**src/rtl/spf_pkg.sv**
```systemverilog
package spf_pkg;
    localparam int STB_N   = 2;
    localparam int STB_WR  = 0;
    localparam int STB_END = 1;

    typedef struct packed {
        logic full;
        logic empty;
    } flag_t;

    localparam flag_t FLAG_RST = '{full: 1'b0, empty: 1'b1};
endpackage

```
**src/rtl/spf_strobe_sync.sv**
```systemverilog
module spf_strobe_sync #(
    parameter int N = 2
) (
    input  logic         clk,
    input  logic         rst_n,
    input  logic [N-1:0] pin_n,
    output logic [N-1:0] rise
);
    typedef struct packed {
        logic [N-1:0] meta;
        logic [N-1:0] sync;
        logic [N-1:0] prev;
    } sync_t;

    sync_t st_d, st_q;

    always_comb begin
        st_d      = st_q;
        st_d.meta = pin_n;
        st_d.sync = st_q.meta;
        st_d.prev = st_q.sync;
    end

    always_ff @(posedge clk or negedge rst_n) begin
        if (!rst_n) st_q <= '1;
        else        st_q <= st_d;
    end

    assign rise = st_q.sync & ~st_q.prev;
endmodule

```
**src/rtl/spf_byte_store.sv**
```systemverilog
module spf_byte_store #(
    parameter int DEPTH  = 16,
    parameter int DATA_W = 8,
    localparam int PTR_W = $clog2(DEPTH)
) (
    input  logic              clk,
    input  logic              we,
    input  logic [PTR_W-1:0]  waddr,
    input  logic [DATA_W-1:0] wdata,
    input  logic [PTR_W-1:0]  raddr,
    output logic [DATA_W-1:0] rdata
);
    logic [DATA_W-1:0] cells [DEPTH];

    always_ff @(posedge clk) begin
        if (we) cells[waddr] <= wdata;
    end

    assign rdata = cells[raddr];
endmodule

```
**src/rtl/spf_len_queue.sv**
```systemverilog
module spf_len_queue #(
    parameter int SLOTS = 4,
    parameter int LEN_W = 4,
    localparam int PW = $clog2(SLOTS),
    localparam int CW = $clog2(SLOTS + 1)
) (
    input  logic             clk,
    input  logic             rst_n,
    input  logic             push,
    input  logic [LEN_W-1:0] push_len,
    input  logic             pop,
    output logic [LEN_W-1:0] head_len,
    output logic [CW-1:0]    count,
    output logic             full
);
    typedef struct packed {
        logic [SLOTS-1:0][LEN_W-1:0] slot;
        logic [PW-1:0]               wp;
        logic [PW-1:0]               rp;
        logic [CW-1:0]               cnt;
    } q_t;

    q_t q_d, q_q;

    function automatic logic [PW-1:0] step(input logic [PW-1:0] p);
        return (p == PW'(SLOTS - 1)) ? '0 : p + PW'(1);
    endfunction

    always_comb begin
        q_d = q_q;
        if (push) begin
            q_d.slot[q_q.wp] = push_len;
            q_d.wp           = step(q_q.wp);
        end
        if (pop) q_d.rp = step(q_q.rp);
        q_d.cnt = q_q.cnt + CW'(push) - CW'(pop);
    end

    always_ff @(posedge clk or negedge rst_n) begin
        if (!rst_n) q_q <= '0;
        else        q_q <= q_d;
    end

    assign head_len = q_q.slot[q_q.rp];
    assign count    = q_q.cnt;
    assign full     = (q_q.cnt == CW'(SLOTS));
endmodule

```
**src/rtl/spf_flag_delay.sv**
```systemverilog
module spf_flag_delay #(
    parameter int STAGES = 2
) (
    input  logic          clk,
    input  logic          rst_n,
    input  spf_pkg::flag_t now_flags,
    output spf_pkg::flag_t late_flags
);
    generate
        if (STAGES == 0) begin : g_bypass
            assign late_flags = now_flags;
        end else begin : g_pipe
            spf_pkg::flag_t pipe_d [STAGES];
            spf_pkg::flag_t pipe_q [STAGES];

            always_comb begin
                pipe_d[0] = now_flags;
                for (int i = 1; i < STAGES; i++) pipe_d[i] = pipe_q[i-1];
            end

            always_ff @(posedge clk or negedge rst_n) begin
                if (!rst_n) begin
                    for (int i = 0; i < STAGES; i++) pipe_q[i] <= spf_pkg::FLAG_RST;
                end else begin
                    pipe_q <= pipe_d;
                end
            end

            assign late_flags = pipe_q[STAGES-1];
        end
    endgenerate
endmodule

```
**src/rtl/strobe_pkt_fifo.sv**
```systemverilog
module strobe_pkt_fifo #(
    parameter int DATA_W    = 8,
    parameter int DEPTH     = 16,
    parameter int MAX_PKT   = 8,
    parameter int PKT_SLOTS = 4,
    parameter int SEL_W     = 2,
    parameter int SEL_ID    = 0,
    parameter bit CS_TIED   = 1'b0,
    parameter bit ZLP_EN    = 1'b1,
    parameter int FLAG_DLY  = 2,
    localparam int LEN_W    = $clog2(MAX_PKT + 1)
) (
    input  logic              clk,
    input  logic              rst_n,
    input  logic              wr_strobe_n,
    input  logic              end_strobe_n,
    input  logic              cs_n,
    input  logic [SEL_W-1:0]  sel_addr,
    input  logic [DATA_W-1:0] wr_data,
    output logic              fifo_full,
    output logic              fifo_empty,
    output logic              overflow,
    output logic              rd_valid,
    input  logic              rd_ready,
    output logic [DATA_W-1:0] rd_data,
    output logic              rd_last,
    output logic [LEN_W-1:0]  pkt_len
);
    import spf_pkg::*;

    localparam int PTR_W = $clog2(DEPTH);
    localparam int CNT_W = $clog2(DEPTH + 1);
    localparam int QC_W  = $clog2(PKT_SLOTS + 1);

    typedef struct packed {
        logic [PTR_W-1:0] wptr;
        logic [PTR_W-1:0] rptr;
        logic [CNT_W-1:0] used;
        logic [LEN_W-1:0] open;
        logic [LEN_W-1:0] beat;
        logic             ovf;
    } ctl_t;

    ctl_t ctl_d, ctl_q;

    logic [STB_N-1:0] pins_n, rise;
    logic             sel_ok, full_int, wr_hit, do_wr, auto_close;
    logic             end_want, end_commit, end_drop;
    logic             push, pop, take_byte, zero_head;
    logic [LEN_W-1:0] open_nx, push_len, head_len;
    logic [QC_W-1:0]  q_count;
    logic             q_full;
    flag_t            flags_now, flags_late;
    logic [CNT_W-1:0] used_lvl;
    logic [LEN_W-1:0] open_lvl;

    function automatic logic [PTR_W-1:0] step(input logic [PTR_W-1:0] p);
        return (p == PTR_W'(DEPTH - 1)) ? '0 : p + PTR_W'(1);
    endfunction

    assign pins_n[STB_WR]  = wr_strobe_n;
    assign pins_n[STB_END] = end_strobe_n;

    spf_strobe_sync #(.N(STB_N)) u_sync (
        .clk   (clk),
        .rst_n (rst_n),
        .pin_n (pins_n),
        .rise  (rise)
    );

    spf_byte_store #(.DEPTH(DEPTH), .DATA_W(DATA_W)) u_store (
        .clk   (clk),
        .we    (do_wr),
        .waddr (ctl_q.wptr),
        .wdata (wr_data),
        .raddr (ctl_q.rptr),
        .rdata (rd_data)
    );

    spf_len_queue #(.SLOTS(PKT_SLOTS), .LEN_W(LEN_W)) u_lenq (
        .clk      (clk),
        .rst_n    (rst_n),
        .push     (push),
        .push_len (push_len),
        .pop      (pop),
        .head_len (head_len),
        .count    (q_count),
        .full     (q_full)
    );

    spf_flag_delay #(.STAGES(FLAG_DLY)) u_flags (
        .clk        (clk),
        .rst_n      (rst_n),
        .now_flags  (flags_now),
        .late_flags (flags_late)
    );

    // Read side: head packet presented as a stream.
    assign rd_valid  = (q_count != '0);
    assign zero_head = (head_len == '0);
    assign rd_last   = rd_valid && (zero_head || (ctl_q.beat + LEN_W'(1) == head_len));
    assign pkt_len   = head_len;

    always_comb begin
        ctl_d = ctl_q;

        // Write side qualification
        sel_ok   = (sel_addr == SEL_W'(SEL_ID)) && (CS_TIED || !cs_n);
        full_int = (ctl_q.used == CNT_W'(DEPTH)) || q_full;
        wr_hit   = rise[STB_WR] && sel_ok;
        do_wr    = wr_hit && !full_int;

        open_nx    = ctl_q.open + LEN_W'(do_wr);
        auto_close = do_wr && (open_nx == LEN_W'(MAX_PKT));

        // Packet-end: skipped when the same cycle already closed a full packet
        end_want   = rise[STB_END] && sel_ok && !auto_close &&
                     ((open_nx != '0) || ZLP_EN);
        end_commit = end_want && !q_full;
        end_drop   = end_want && q_full;

        push     = auto_close || end_commit;
        push_len = auto_close ? LEN_W'(MAX_PKT) : open_nx;

        // Read consumption
        take_byte = rd_valid && rd_ready && !zero_head;
        pop       = rd_valid && rd_ready && rd_last;

        ctl_d.open = push ? '0 : open_nx;
        if (do_wr) ctl_d.wptr = step(ctl_q.wptr);
        if (take_byte) begin
            ctl_d.rptr = step(ctl_q.rptr);
            ctl_d.beat = pop ? '0 : ctl_q.beat + LEN_W'(1);
        end
        ctl_d.used = ctl_q.used + CNT_W'(do_wr) - CNT_W'(take_byte);
        ctl_d.ovf  = ctl_q.ovf || (wr_hit && full_int) || end_drop;

        flags_now.full  = full_int;
        flags_now.empty = (ctl_q.used == '0) && (q_count == '0);
    end

    always_ff @(posedge clk or negedge rst_n) begin
        if (!rst_n) ctl_q <= '0;
        else        ctl_q <= ctl_d;
    end

    assign fifo_full  = flags_late.full;
    assign fifo_empty = flags_late.empty;
    assign overflow   = ctl_q.ovf;
    assign used_lvl   = ctl_q.used;
    assign open_lvl   = ctl_q.open;
endmodule

```
**config.mk**
```make
export PLATFORM = sky130hd
export DESIGN_NAME = strobe_pkt_fifo
export DESIGN_NICKNAME = d
export VERILOG_FILES = /design/src/rtl/spf_pkg.sv /design/src/rtl/spf_strobe_sync.sv /design/src/rtl/spf_byte_store.sv /design/src/rtl/spf_len_queue.sv /design/src/rtl/spf_flag_delay.sv /design/src/rtl/strobe_pkt_fifo.sv
export SDC_FILE = /design/constraint.sdc
export NUM_CORES = 1
export LEC_CHECK = 0
export BUFFER_PORTS_ARGS = -buffer_cell sky130_fd_sc_hd__buf_2
export CAP_MARGIN = 5
export CORE_ASPECT_RATIO = 1.5
export CORE_UTILIZATION = 57
export DETAILED_ROUTE_END_ITERATION = 10
export PLACE_DENSITY = 0.86
export SYNTH_ARGS = -nofsm -noshare
export SYNTH_HDL_FRONTEND = slang
export SYNTH_HIERARCHICAL = 1
export SYNTH_SLANG_ARGS = --single-unit
```
**constraint.sdc**
```tcl
create_clock -name clk -period 3.7 [get_ports clk]
set_input_delay 0.185 -clock clk [delete_from_list [all_inputs] [get_ports clk]]
set_output_delay 0.185 -clock clk [all_outputs]
set_load 0.02 [all_outputs]
```
==> out/qor.yml <==
power:
  p_switching_uw: 1760
  cellLeakagePower_uw: 0.00327
  p_clk_frac: 0.301
  p_int_uw: 3950
  switching_share: 0.308
  irDropWorstVdd_mv: 0.454
  power_density_nw_per_um2: 663
  seq_power_share: 0.455
  share_comb_of_total_power: 0.243
synthesis:
  synth.ff_latch_count: 183
  synth_cell_types: 51
  netlist_area_um2: 7670
  yosys.area.top_type: "edfxtp_1"
  synth_top_area_share: 0.501
  synthCells: 434
  seq_area_frac_synth: 0.682
  synth_flop_cell: "edfxtp_1"
  postSynthAreaPerCell_um2: 17.7
  synth_area_leaders: "edfxtp_1 (50%), dfrtp_1 (15%), mux4_2 (6.5%), mux4_1 (4.8%), ha_1 (2.9%)"
  ys_warn_count: 6
  ys_async_sr_fraction: 0.301
  syn_nets: 470
  synth_edf_count: 128
route:
  drc: 0
  vias_per_cell: 6.10
  drt_iter0_markers: 229
  routed_wirelength_um: 14000
  ant_nets: 0
  vias: 4010
  wl_per_cell_um: 21.3
  drtPass1Iterations: 5
final_layout:
  design_area_um2: 8610
  multi_input_area_um2: 2250
  final_common_cell: "edfxtp_1"
  drive_gt1_frac: 0.279
  final_cell_mix: "edfxtp_1 (128), dfrtp_1 (46), buf_2 (32)"
  fill_cells: 831
  fin_nets: 521
  instances_no_fill: 657
  area_delta_synth_final_pct: 12.2
  diodes: 0
  regArea_um2: 5230
timing:
  max_freq_ghz: 0.293
  worst_pin_slew_ns: 0.946
  hold_viol: 0
  fin_crit_sh: 0.922
  fin_crit_ns: 3.41
  slew_violations: 0
  worst_slack_ns: 0.289
  whs_ns: 0.0971
  rsz0062_at_grt: "no"
  tns_ns: 0
  setup_viol: 0
  worst_clock_skew_ns: 0.00951
  max_slew_margin: 0.367
cts:
  cts_resized: 0
  cts_inserted_buffers: 17
  cts_tree: "built"
  cts_root_buf: "clkbuf_16"
  clkTransAtPathRegs_ns: 0.07
  cts_sinks: 183
  clock_tree.buffer_depth: 2
  clock_latency_ns: 0.43
  htree_levels: 4
global_route:
  grt_use_met1: 0.229
  met2_usage: 0.407
  grt_max_degree: 56
  grt_pass1_vias: 4240
  grt_pass1_wl_um: 22100
  grtUsageTotal: 0.216
  antenna_found_initial: 0
  grt-ovfl-total: 0
  grt.met3_usage: 0.0483
  top_usage_layer: "met2"
placement:
  place_inst: 622
  portBuffers: 32
  dpl_cell_area_um2: 8010
  post-dp-hpwl_um: 9440
  dp_slack_ns: 0.347
  gp_congestion: 0.861
flow_run:
  max_cap_viol_count: 0
setup_path:
  start_kind: "flip-flop"
  cp.required_ns: 4.05
  critPathMaxFanout: 10
  critPathCaptureType: "flip-flop"
  arrival_ns: 3.76
  critPathKind: "reg -> reg"
floorplanning:
  die_w_um: 96.7
  io_pins: 33
  die_area_um2: 13900
  start_util: 0.587
  core_area_um2: 13100
  die_y_um: 144
  num_rows: 51
status:
  outcome: "completed"
hold_path:
  hp-class: "in -> reg"
## final cells by class
cell class,instances,share of cell area
clock inverter,15,0.0169
clock buffer,17,0.0494
multi-input combinational,217,0.261
tap,159,0.0231
sequential,183,0.608
inverter,17,0.00741
timing repair buffer,49,0.0343
## metal layers
metal	wire length (um)	vias up	share of wire
li1	-	1783	-
met1	4970	2051	0.36
met2	8040	147	0.58
met3	593	29	0.042
met4	357	0	0.026
met5	0	-	0
## cell families after synthesis
family | count (synthesis) | share of synthesized area
AO/OA/AOI/OAI | 40 | 0.0357
XOR/XNOR | 15 | 0.0189
adder cells (fa/ha/maj) | 20 | 0.0346
buffers and inverters | 34 | 0.0256
flip-flops | 183 | 0.682
multiplexers | 57 | 0.143
AND/OR/NAND/NOR | 85 | 0.0605
## sequential cells by signal, indices dropped and copies added (netlist names), 3 cells and up
signal	count
open_lvl	4
u_sync/st_d	4
u_store/cells	128
ctl_q	12
u_lenq/q_q	20
used_lvl	5
u_lenq/count	3
## worst paths after layout
kind,cells past startpoint,to,start,slack [ns]
setup reg to reg,13,used_lvl[4]$_DFF_PN0_,u_lenq/q_q[3]$_DFFE_PN0P_,0.29
max in group asynchronous,3,ctl_q[14]$_DFFE_PN0P_,rst_n,2.81
min in group asynchronous,3,u_lenq/q_q[14]$_DFFE_PN0P_,rst_n,0.41
hold / removal,3,overflow$_DFF_PN0_,cs_n,0.1
setup / recovery,13,used_lvl[4]$_DFF_PN0_,u_lenq/q_q[3]$_DFFE_PN0P_,0.29
hold reg to reg,0,u_sync/st_d[1]$_DFF_PN1_,u_sync/st_d[3]$_DFF_PN1_,0.36
## power groups by stage
stage                     sequential (uW)  combinational (uW)  clock [uW]
after floorplan                      2540                1160           0
after global placement               2630                1310           0
after detailed placement             2640                1380           0
final                                2600                1390        1720
after CTS                            2600                1400        1750
after global routing                 2630                1520        1820
## cell usage after synthesis (all sizes together) (8+ instances only)
cell type / instances
ha: 18
mux2: 20
dfrtp: 47
a22oi: 17
edfxtp: 128
nand2: 26
buf: 12
inv: 17
o21ai: 10
dfstp: 8
nor2: 17
xnor2: 8
mux4: 36
## through the flow
step,util,total power (uW)
after CTS,0.658,5750
after global routing,0.658,5980
final,0.658,5710
after floorplan,-,3700
after detailed placement,0.612,4020
after global placement,0.612,3940
## critical path: stages (launching register included)
cell	delay (ns)
dfrtp_1	0.53
mux4_2	0.59
nor4_1	0.45
or2_2	0.31
inv_2	0.11
ha_1	0.28
inv_1	0.05
ha_1	0.16
inv_1	0.05
fa_1	0.40
inv_1	0.07
a21oi_1	0.06
o21bai_1	0.15
xnor2_1	0.13
## repair_timing
item                      4_1_cts  5_1_grt
hold buffers                    3        0
setup buffers                   0        0
hold endpoints to repair       49        0
Power figures use the tool's default switching activity.
